### config.mk
export PLATFORM = sky130hd
export DESIGN_NAME = decoupled_tag_cache
export DESIGN_NICKNAME = d
export VERILOG_FILES = /design/src/rtl/dtc_pkg.sv /design/src/rtl/dtc_age_set.sv /design/src/rtl/dtc_reuse_scan.sv /design/src/rtl/decoupled_tag_cache.sv
export SDC_FILE = /design/constraint.sdc
export NUM_CORES = 1
export LEC_CHECK = 0
export CORE_ASPECT_RATIO = 1.4
export CORE_MARGIN = 3
export CORE_UTILIZATION = 50
export DETAILED_ROUTE_END_ITERATION = 10
export DONT_BUFFER_PORTS = 1
export PLACE_DENSITY = 0.69
export SLEW_MARGIN = 25
export SYNTH_ARGS = -nofsm -noshare
export SYNTH_HDL_FRONTEND = slang
export SYNTH_SLANG_ARGS = --single-unit
### constraint.sdc
create_clock -name clk -period 6.4 [get_ports clk]
set_input_delay 1.28 -clock clk [delete_from_list [all_inputs] [get_ports clk]]
set_output_delay 1.28 -clock clk [all_outputs]
set_load 0.02 [all_outputs]
### src/rtl/dtc_pkg.sv
package dtc_pkg;
  typedef enum logic [1:0] {
    ST_IDLE = 2'd0,
    ST_SCAN = 2'd1,
    ST_FILL = 2'd2
  } dtc_state_t;
endpackage

### src/rtl/dtc_age_set.sv
module dtc_age_set #(
  parameter int TWAYS  = 4,
  parameter int TWAY_W = 2
) (
  input  logic              clk,
  input  logic              rst_n,
  input  logic              touch,
  input  logic [TWAY_W-1:0] touch_way,
  output logic [TWAY_W-1:0] lru_way
);
  // age 0 = most recent, TWAYS-1 = least recent; ages always form a permutation
  logic [TWAY_W-1:0] age [TWAYS];

  always_ff @(posedge clk) begin
    if (!rst_n) begin
      for (int w = 0; w < TWAYS; w++) age[w] <= TWAY_W'(w);
    end else if (touch) begin
      for (int w = 0; w < TWAYS; w++) begin
        if (TWAY_W'(w) == touch_way) age[w] <= '0;
        else if (age[w] < age[touch_way]) age[w] <= age[w] + 1'b1;
      end
    end
  end

  always_comb begin
    lru_way = '0;
    for (int w = 0; w < TWAYS; w++)
      if (age[w] == TWAY_W'(TWAYS - 1)) lru_way = TWAY_W'(w);
  end
endmodule

### src/rtl/dtc_reuse_scan.sv
module dtc_reuse_scan #(
  parameter int NSLOT  = 8,
  parameter int SLOT_W = 3,
  parameter int CNT_W  = 2
) (
  input  logic              clk,
  input  logic              rst_n,
  input  logic              inc_en,
  input  logic [SLOT_W-1:0] inc_slot,
  input  logic              step_en,
  input  logic              clr_en,
  input  logic [SLOT_W-1:0] clr_slot,
  output logic [SLOT_W-1:0] ptr,
  output logic              cur_zero
);
  localparam logic [CNT_W-1:0] CNT_MAX = {CNT_W{1'b1}};
  localparam logic [SLOT_W-1:0] LAST   = SLOT_W'(NSLOT - 1);

  logic [CNT_W-1:0] cnt [NSLOT];

  assign cur_zero = (cnt[ptr] == '0);

  // inc (idle hit), step (sweep) and clr (fill) never coincide
  always_ff @(posedge clk) begin
    if (!rst_n) begin
      ptr <= '0;
      for (int i = 0; i < NSLOT; i++) cnt[i] <= '0;
    end else begin
      if (inc_en && cnt[inc_slot] != CNT_MAX) cnt[inc_slot] <= cnt[inc_slot] + 1'b1;
      if (step_en) begin
        if (!cur_zero) cnt[ptr] <= cnt[ptr] - 1'b1;
        ptr <= (ptr == LAST) ? '0 : ptr + 1'b1;
      end
      if (clr_en) cnt[clr_slot] <= '0;
    end
  end
endmodule

### src/rtl/decoupled_tag_cache.sv
module decoupled_tag_cache #(
  parameter int SET_W = 2,
  parameter int DWAYS = 2,
  parameter int TAG_W = 8,
  parameter int SLOT_W = $clog2((1 << SET_W) * DWAYS)
) (
  input  logic                   clk,
  input  logic                   rst_n,
  input  logic                   req_valid,
  output logic                   req_ready,
  input  logic [TAG_W+SET_W-1:0] req_addr,
  output logic                   rsp_valid,
  output logic                   rsp_hit,
  output logic [SLOT_W-1:0]      rsp_slot
);
  import dtc_pkg::*;

  localparam int SETS   = 1 << SET_W;
  localparam int TWAYS  = 2 * DWAYS;
  localparam int TWAY_W = $clog2(TWAYS);
  localparam int NSLOT  = SETS * DWAYS;

  dtc_state_t st;

  logic [SETS-1:0][TWAYS-1:0] tv;
  logic [TAG_W-1:0]  tt   [SETS][TWAYS];
  logic [SLOT_W-1:0] tfwd [SETS][TWAYS];
  logic [NSLOT-1:0]  slot_vld;
  logic [SET_W-1:0]  sown_set [NSLOT];
  logic [TWAY_W-1:0] sown_way [NSLOT];

  logic [SET_W-1:0]  q_set;
  logic [TAG_W-1:0]  q_tag;
  logic [TWAY_W-1:0] q_way;
  logic [SLOT_W-1:0] q_slot;

  logic [SET_W-1:0]  rq_set;
  logic [TAG_W-1:0]  rq_tag;
  logic              lk_hit, lk_free, acc, acc_hit;
  logic [TWAY_W-1:0] lk_way, free_way, touch_way;
  logic [SETS-1:0]   touch_vec;
  logic [TWAY_W-1:0] lru_all [SETS];
  logic [SLOT_W-1:0] scan_ptr;
  logic              scan_zero;

  assign rq_set    = req_addr[SET_W-1:0];
  assign rq_tag    = req_addr[TAG_W+SET_W-1:SET_W];
  assign req_ready = (st == ST_IDLE);
  assign acc       = req_valid && req_ready;
  assign acc_hit   = acc && lk_hit;

  always_comb begin
    lk_hit = 1'b0; lk_way = '0; lk_free = 1'b0; free_way = '0;
    for (int w = TWAYS - 1; w >= 0; w--) begin
      if (!tv[rq_set][w]) begin lk_free = 1'b1; free_way = TWAY_W'(w); end
      if (tv[rq_set][w] && tt[rq_set][w] == rq_tag) begin lk_hit = 1'b1; lk_way = TWAY_W'(w); end
    end
  end

  assign touch_way = (st == ST_FILL) ? q_way : lk_way;

  for (genvar s = 0; s < SETS; s++) begin : g_age
    assign touch_vec[s] = (acc_hit && rq_set == SET_W'(s)) ||
                          (st == ST_FILL && q_set == SET_W'(s));
    dtc_age_set #(.TWAYS(TWAYS), .TWAY_W(TWAY_W)) u_age (
      .clk(clk), .rst_n(rst_n), .touch(touch_vec[s]),
      .touch_way(touch_way), .lru_way(lru_all[s])
    );
  end

  dtc_reuse_scan #(.NSLOT(NSLOT), .SLOT_W(SLOT_W), .CNT_W(2)) u_scan (
    .clk(clk), .rst_n(rst_n),
    .inc_en(acc_hit), .inc_slot(tfwd[rq_set][lk_way]),
    .step_en(st == ST_SCAN),
    .clr_en(st == ST_FILL), .clr_slot(q_slot),
    .ptr(scan_ptr), .cur_zero(scan_zero)
  );

  always_ff @(posedge clk) begin
    if (!rst_n) begin
      st <= ST_IDLE;
      tv <= '0;
      slot_vld <= '0;
      q_set <= '0; q_tag <= '0; q_way <= '0; q_slot <= '0;
      rsp_valid <= 1'b0; rsp_hit <= 1'b0; rsp_slot <= '0;
      for (int s = 0; s < SETS; s++)
        for (int w = 0; w < TWAYS; w++) begin
          tt[s][w] <= '0; tfwd[s][w] <= '0;
        end
      for (int i = 0; i < NSLOT; i++) begin
        sown_set[i] <= '0; sown_way[i] <= '0;
      end
    end else begin
      rsp_valid <= 1'b0;
      case (st)
        ST_IDLE: if (acc) begin
          if (lk_hit) begin
            rsp_valid <= 1'b1; rsp_hit <= 1'b1;
            rsp_slot  <= tfwd[rq_set][lk_way];
          end else begin
            q_set <= rq_set; q_tag <= rq_tag;
            if (lk_free) begin
              q_way <= free_way;
              st    <= ST_SCAN;
            end else begin
              q_way  <= lru_all[rq_set];
              q_slot <= tfwd[rq_set][lru_all[rq_set]];
              st     <= ST_FILL;
            end
          end
        end
        ST_SCAN: if (scan_zero) begin
          q_slot <= scan_ptr;
          st     <= ST_FILL;
        end
        ST_FILL: begin
          // drop the former owner first; the new entry below wins if it is the same way
          if (slot_vld[q_slot]) tv[sown_set[q_slot]][sown_way[q_slot]] <= 1'b0;
          tv[q_set][q_way]   <= 1'b1;
          tt[q_set][q_way]   <= q_tag;
          tfwd[q_set][q_way] <= q_slot;
          slot_vld[q_slot]   <= 1'b1;
          sown_set[q_slot]   <= q_set;
          sown_way[q_slot]   <= q_way;
          rsp_valid <= 1'b1; rsp_hit <= 1'b0; rsp_slot <= q_slot;
          st <= ST_IDLE;
        end
        default: st <= ST_IDLE;
      endcase
    end
  end
endmodule

==> results.sh <==
export IMPL_stdcell_count=1756
export IMPL_die_area_sq_um=34690
export IMPL_grt_first_pass_wirelength_um=62330
export IMPL_sw_frac=0.2197
export IMPL_clkLatencyLatePin_ps=590
export IMPL_dieHeight_um=219.2
export IMPL_routed_via_count=10680
export IMPL_clockPowerShare=0.431
export IMPL_synthDistinctLibCells=77
export IMPL_count_of_input_and_output_buffers=0
export IMPL_root_buffer="sky130_fd_sc_hd__clkbuf_16"
export IMPL_tns_ps=0
export IMPL_comb_power_share=0.066
export IMPL_cellPowerDensity_nw_per_um2=259.6
export IMPL_flip_flop_and_latch_count_after_synthesis=311
export IMPL_detailedPlacementHpwl_um=27250
export IMPL_ctsHoldBuffers=0
export IMPL_path_clk_slew_ps=60
export IMPL_fmaxAchievable_mhz=193.2
export IMPL_setup_violations_final=0
export IMPL_worst_r2r_endpoint="u_scan.cnt[0][1]$_SDFFCE_PN0P_"
export IMPL_synth_edf_count=256
export IMPL_power_internal_w=0.003572
export IMPL_critical_path_required_ps=6700
export IMPL_minimum_clock_period_ps=5176
export IMPL_wl_per_cell_um=22.82
export IMPL_crit_path_end_kind="flop"
export IMPL_timing_max_slew_rel_slack=0.3067
export IMPL_yosysSeqAreaShare=0.5414
export IMPL_r2r_worst_path_cells=17
export IMPL_final_max_slew_viol_count=0
export IMPL_boundaryPins=19
export IMPL_vias_in_the_first_global_route=10730
export IMPL_h_tree_depth=1
export IMPL_netlist_area_sq_um=16230
export IMPL_post_synth_inst_count=1369
export IMPL_die_w_um=158.3
export IMPL_maximum_number_of_pins_on_one_net_before_global_route_repair=78
export IMPL_worst_pin_slew_ps=1038
export IMPL_final_net_count=1383
export IMPL_worstSetupPathType="in -> reg"
export IMPL_postSynth_topFlopCell="sky130_fd_sc_hd__edfxtp_1"
export IMPL_static_leakage_power_nw=6.296
export IMPL_num_antenna_cells=0
export IMPL_rsz0062_at_grt="no"
export IMPL_p_switching_w=0.001006
export IMPL_detailed_routing_iterations_pass_1=5
export IMPL_post_cts_resized=0
export IMPL_gp_congestion=0.8934
export IMPL_route_antenna_remaining_nets=0
export IMPL_design_core_area_sq_um=31790
export IMPL_grt_util_all_layers=0.2347
export IMPL_r2r_setup_slack_ps=1610
export IMPL_cp_endpoint="u_scan.cnt[0][1]$_SDFFCE_PN0P_"
export IMPL_placed_cells_incl_taps=1701
export IMPL_crit_arrival_ps=5470
export IMPL_critical_path_startpoint_type="input port"
export IMPL_tritoncts_num_buffers=29
export IMPL_post_cts_setup_buffers=0
export IMPL_p_total_w=0.004578
export IMPL_initial_core_util=0.5105
export IMPL_route_final_wire_length_um=40070
export IMPL_rr_startpoint="tt[2][11]$_SDFFCE_PN0P_"
export IMPL_cap_viol_max_count=0
export IMPL_tritoncts="yes"
export IMPL_final_seq_area_sq_um=8788
export IMPL_synth_avg_cell_area_sq_um=11.86
export IMPL_layout_drive_gt1_share=0.1381
export IMPL_routed_via_density=6.079
export IMPL_ys_async_sr_fraction=0
export IMPL_period_share=0.8088
export IMPL_yosys_warnings=0
export IMPL_clock_skew_ps=15.72
export IMPL_area_growth_synth_to_final_pct=8.656
export IMPL_rows=77
export IMPL_source_of_the_critical_timing_path="req_addr[0]"
export IMPL_antenna_found_initial=0
export IMPL_multi_input_comb_area_sq_um=7017
export IMPL_clkSinkCount=311
export IMPL_remaining_drc_errors=0
export IMPL_path_max_fanout=59
export IMPL_clock_path_buffers=3
export IMPL_seq_power_share=0.503
export IMPL_utilization=0.5547
export IMPL_fill_cells=2630
export IMPL_drt_iter0_drc=834
export IMPL_hold_path_class="reg -> reg"
export IMPL_outcome="finished, final reports clean"
export IMPL_vdd_ir_drop_worst_mv=0.2346
export IMPL_finalHoldViolCount=0
export IMPL_grt_overflow_total=0
export IMPL_synth_net_count=1414
[per-layer routing]
metal | GRT usage | vias up | share of wire
li1 | - | 4969 | -
met1 | 0.2970 | 5294 | 0.40
met2 | 0.4098 | 324 | 0.52
met3 | 0.02939 | 88 | 0.048
met4 | 0.08924 | 0 | 0.036
met5 | 0 | - | 0
[worst max-delay path: stages]
cell	delay, ps
sky130_fd_sc_hd__mux4_2	490
sky130_fd_sc_hd__xor2_1	150
sky130_fd_sc_hd__nor3_1	330
sky130_fd_sc_hd__nand4_1	350
sky130_fd_sc_hd__nand3_1	260
sky130_fd_sc_hd__a2bb2oi_1	210
sky130_fd_sc_hd__o211ai_1	200
sky130_fd_sc_hd__clkbuf_4	250
sky130_fd_sc_hd__and2_1	170
sky130_fd_sc_hd__o32ai_1	390
sky130_fd_sc_hd__nor2_1	80
sky130_fd_sc_hd__ha_1	210
sky130_fd_sc_hd__inv_1	70
sky130_fd_sc_hd__a31oi_1	120
sky130_fd_sc_hd__or4_1	510
sky130_fd_sc_hd__or2_1	250
sky130_fd_sc_hd__nand2_1	110
[state kept, by name, indices dropped and copies added, names as in the netlist, named ones only]
name / count
q_set: 2
slot_vld: 8
g_age.u_age.age: 32
sown_way: 16
tt: 128
q_slot: 3
u_scan.cnt: 16
tv: 16
tfwd: 48
st: 2
q_way: 2
rsp_slot: 3
u_scan.ptr: 3
sown_set: 16
rsp_hit: 1
rsp_valid: 1
q_tag: 8
[power by group through the flow]
stage | sequential (W) | combinational, W | clock (W)
floorplan | 0.00231 | 0.000264 | 0
global placement | 0.00235 | 0.000293 | 0
detailed placement | 0.00235 | 0.000299 | 0
CTS | 0.00230 | 0.000300 | 0.00200
global route | 0.00231 | 0.000328 | 0.00207
finish | 0.00230 | 0.000301 | 0.00197
[placed cells by master, fill, tap and decap left out, drive strengths merged, types with 8 or more instances in the layout]
| master | instances |
|---|---|
| nor3b | 13 |
| bufinv | 8 |
| buf | 21 |
| nand2b | 23 |
| or2 | 9 |
| mux2 | 17 |
| nand3 | 26 |
| a21o | 8 |
| mux4 | 58 |
| nor2 | 128 |
| nor4 | 8 |
| clkinv | 10 |
| inv | 21 |
| or3 | 10 |
| ha | 32 |
| nor3 | 25 |
| a211oi | 8 |
| xnor2 | 19 |
| a31o | 12 |
| edfxtp | 256 |
| clkbuf | 38 |
| xor2 | 11 |
| mux2i | 39 |
| dfxtp | 55 |
| nor2b | 8 |
| nand2 | 90 |
| a21oi | 50 |
| o211ai | 11 |
| a31oi | 12 |
| and2 | 213 |
| o21ai | 58 |
[worst min path at each step]
stage	startpoint	cells past startpoint	end
final	slot_vld[2]$_SDFFE_PN0P_	1	slot_vld[2]$_SDFFE_PN0P_
after global routing	slot_vld[0]$_SDFFE_PN0P_	1	slot_vld[0]$_SDFFE_PN0P_
after CTS	slot_vld[0]$_SDFFE_PN0P_	1	slot_vld[0]$_SDFFE_PN0P_
after detailed placement	slot_vld[0]$_SDFFE_PN0P_	1	slot_vld[0]$_SDFFE_PN0P_
after global placement	slot_vld[4]$_SDFFE_PN0P_	1	slot_vld[4]$_SDFFE_PN0P_
after floorplan	slot_vld[4]$_SDFFE_PN0P_	1	slot_vld[4]$_SDFFE_PN0P_
[area by class of cell]
class	count	share of cell area
repair buffers	22	0.009364
clock buffers	37	0.04455
clock inverters	17	0.01717
inverters	22	0.004753
multi-input cells	952	0.3978
well taps	395	0.02802
flip-flops and latches	311	0.4983
[per-stage QoR]
stage | setup slack, ps | instance area (sq um) | hold WS, ps
global placement | 621.0 | 16530 | 430.5
CTS | 1105 | 17630 | 463.1
global route | 968.4 | 17640 | 486.2
floorplan | 894.1 | 16230 | 421.0
detailed placement | 519.3 | 16540 | 447.0
finish | 1224 | 17640 | 466.3
[Yosys cell counts, drive strengths merged, types with 3 or more instances]
cell type / instances / area [sq um]
dfxtp: 55 / 1101
mux2: 17 / 191.4
nand3: 26 / 130.1
nand3b: 5 / 37.54
o21ai: 58 / 305.3
xnor2: 19 / 166.4
nand2b: 23 / 143.9
or4: 3 / 30.03
nor2b: 8 / 50.05
a21o: 8 / 60.06
nor3: 25 / 141.4
or2: 9 / 56.31
nand4: 3 / 18.77
a211oi: 8 / 82.58
buf: 23 / 153.9
nor2: 128 / 488.0
nor4: 8 / 50.05
o21a: 3 / 22.52
and4: 3 / 26.28
o211ai: 11 / 82.58
nand2: 90 / 337.8
inv: 20 / 75.07
a21oi: 50 / 254.0
a31oi: 12 / 75.07
a311oi: 3 / 26.28
or3: 10 / 62.56
clkbuf: 61 / 229.0
mux2i: 39 / 390.4
edfxtp: 256 / 7687
xor2: 11 / 96.34
and2: 213 / 1333
nor3b: 13 / 97.59
a31o: 12 / 105.1
ha: 32 / 400.4
a22oi: 5 / 37.54
o221ai: 5 / 43.79
mux4: 58 / 1306
[logic make-up after synthesis]
kind of cell | Yosys count | synth area share
simple gates | 572 | 0.1876
flops | 311 | 0.5414
compound gates | 204 | 0.08502
mux | 114 | 0.1163
buf+inv | 106 | 0.02875
fa+ha+maj | 32 | 0.02467
xor+xnor | 30 | 0.01619
Power figures use the tool's default switching activity.
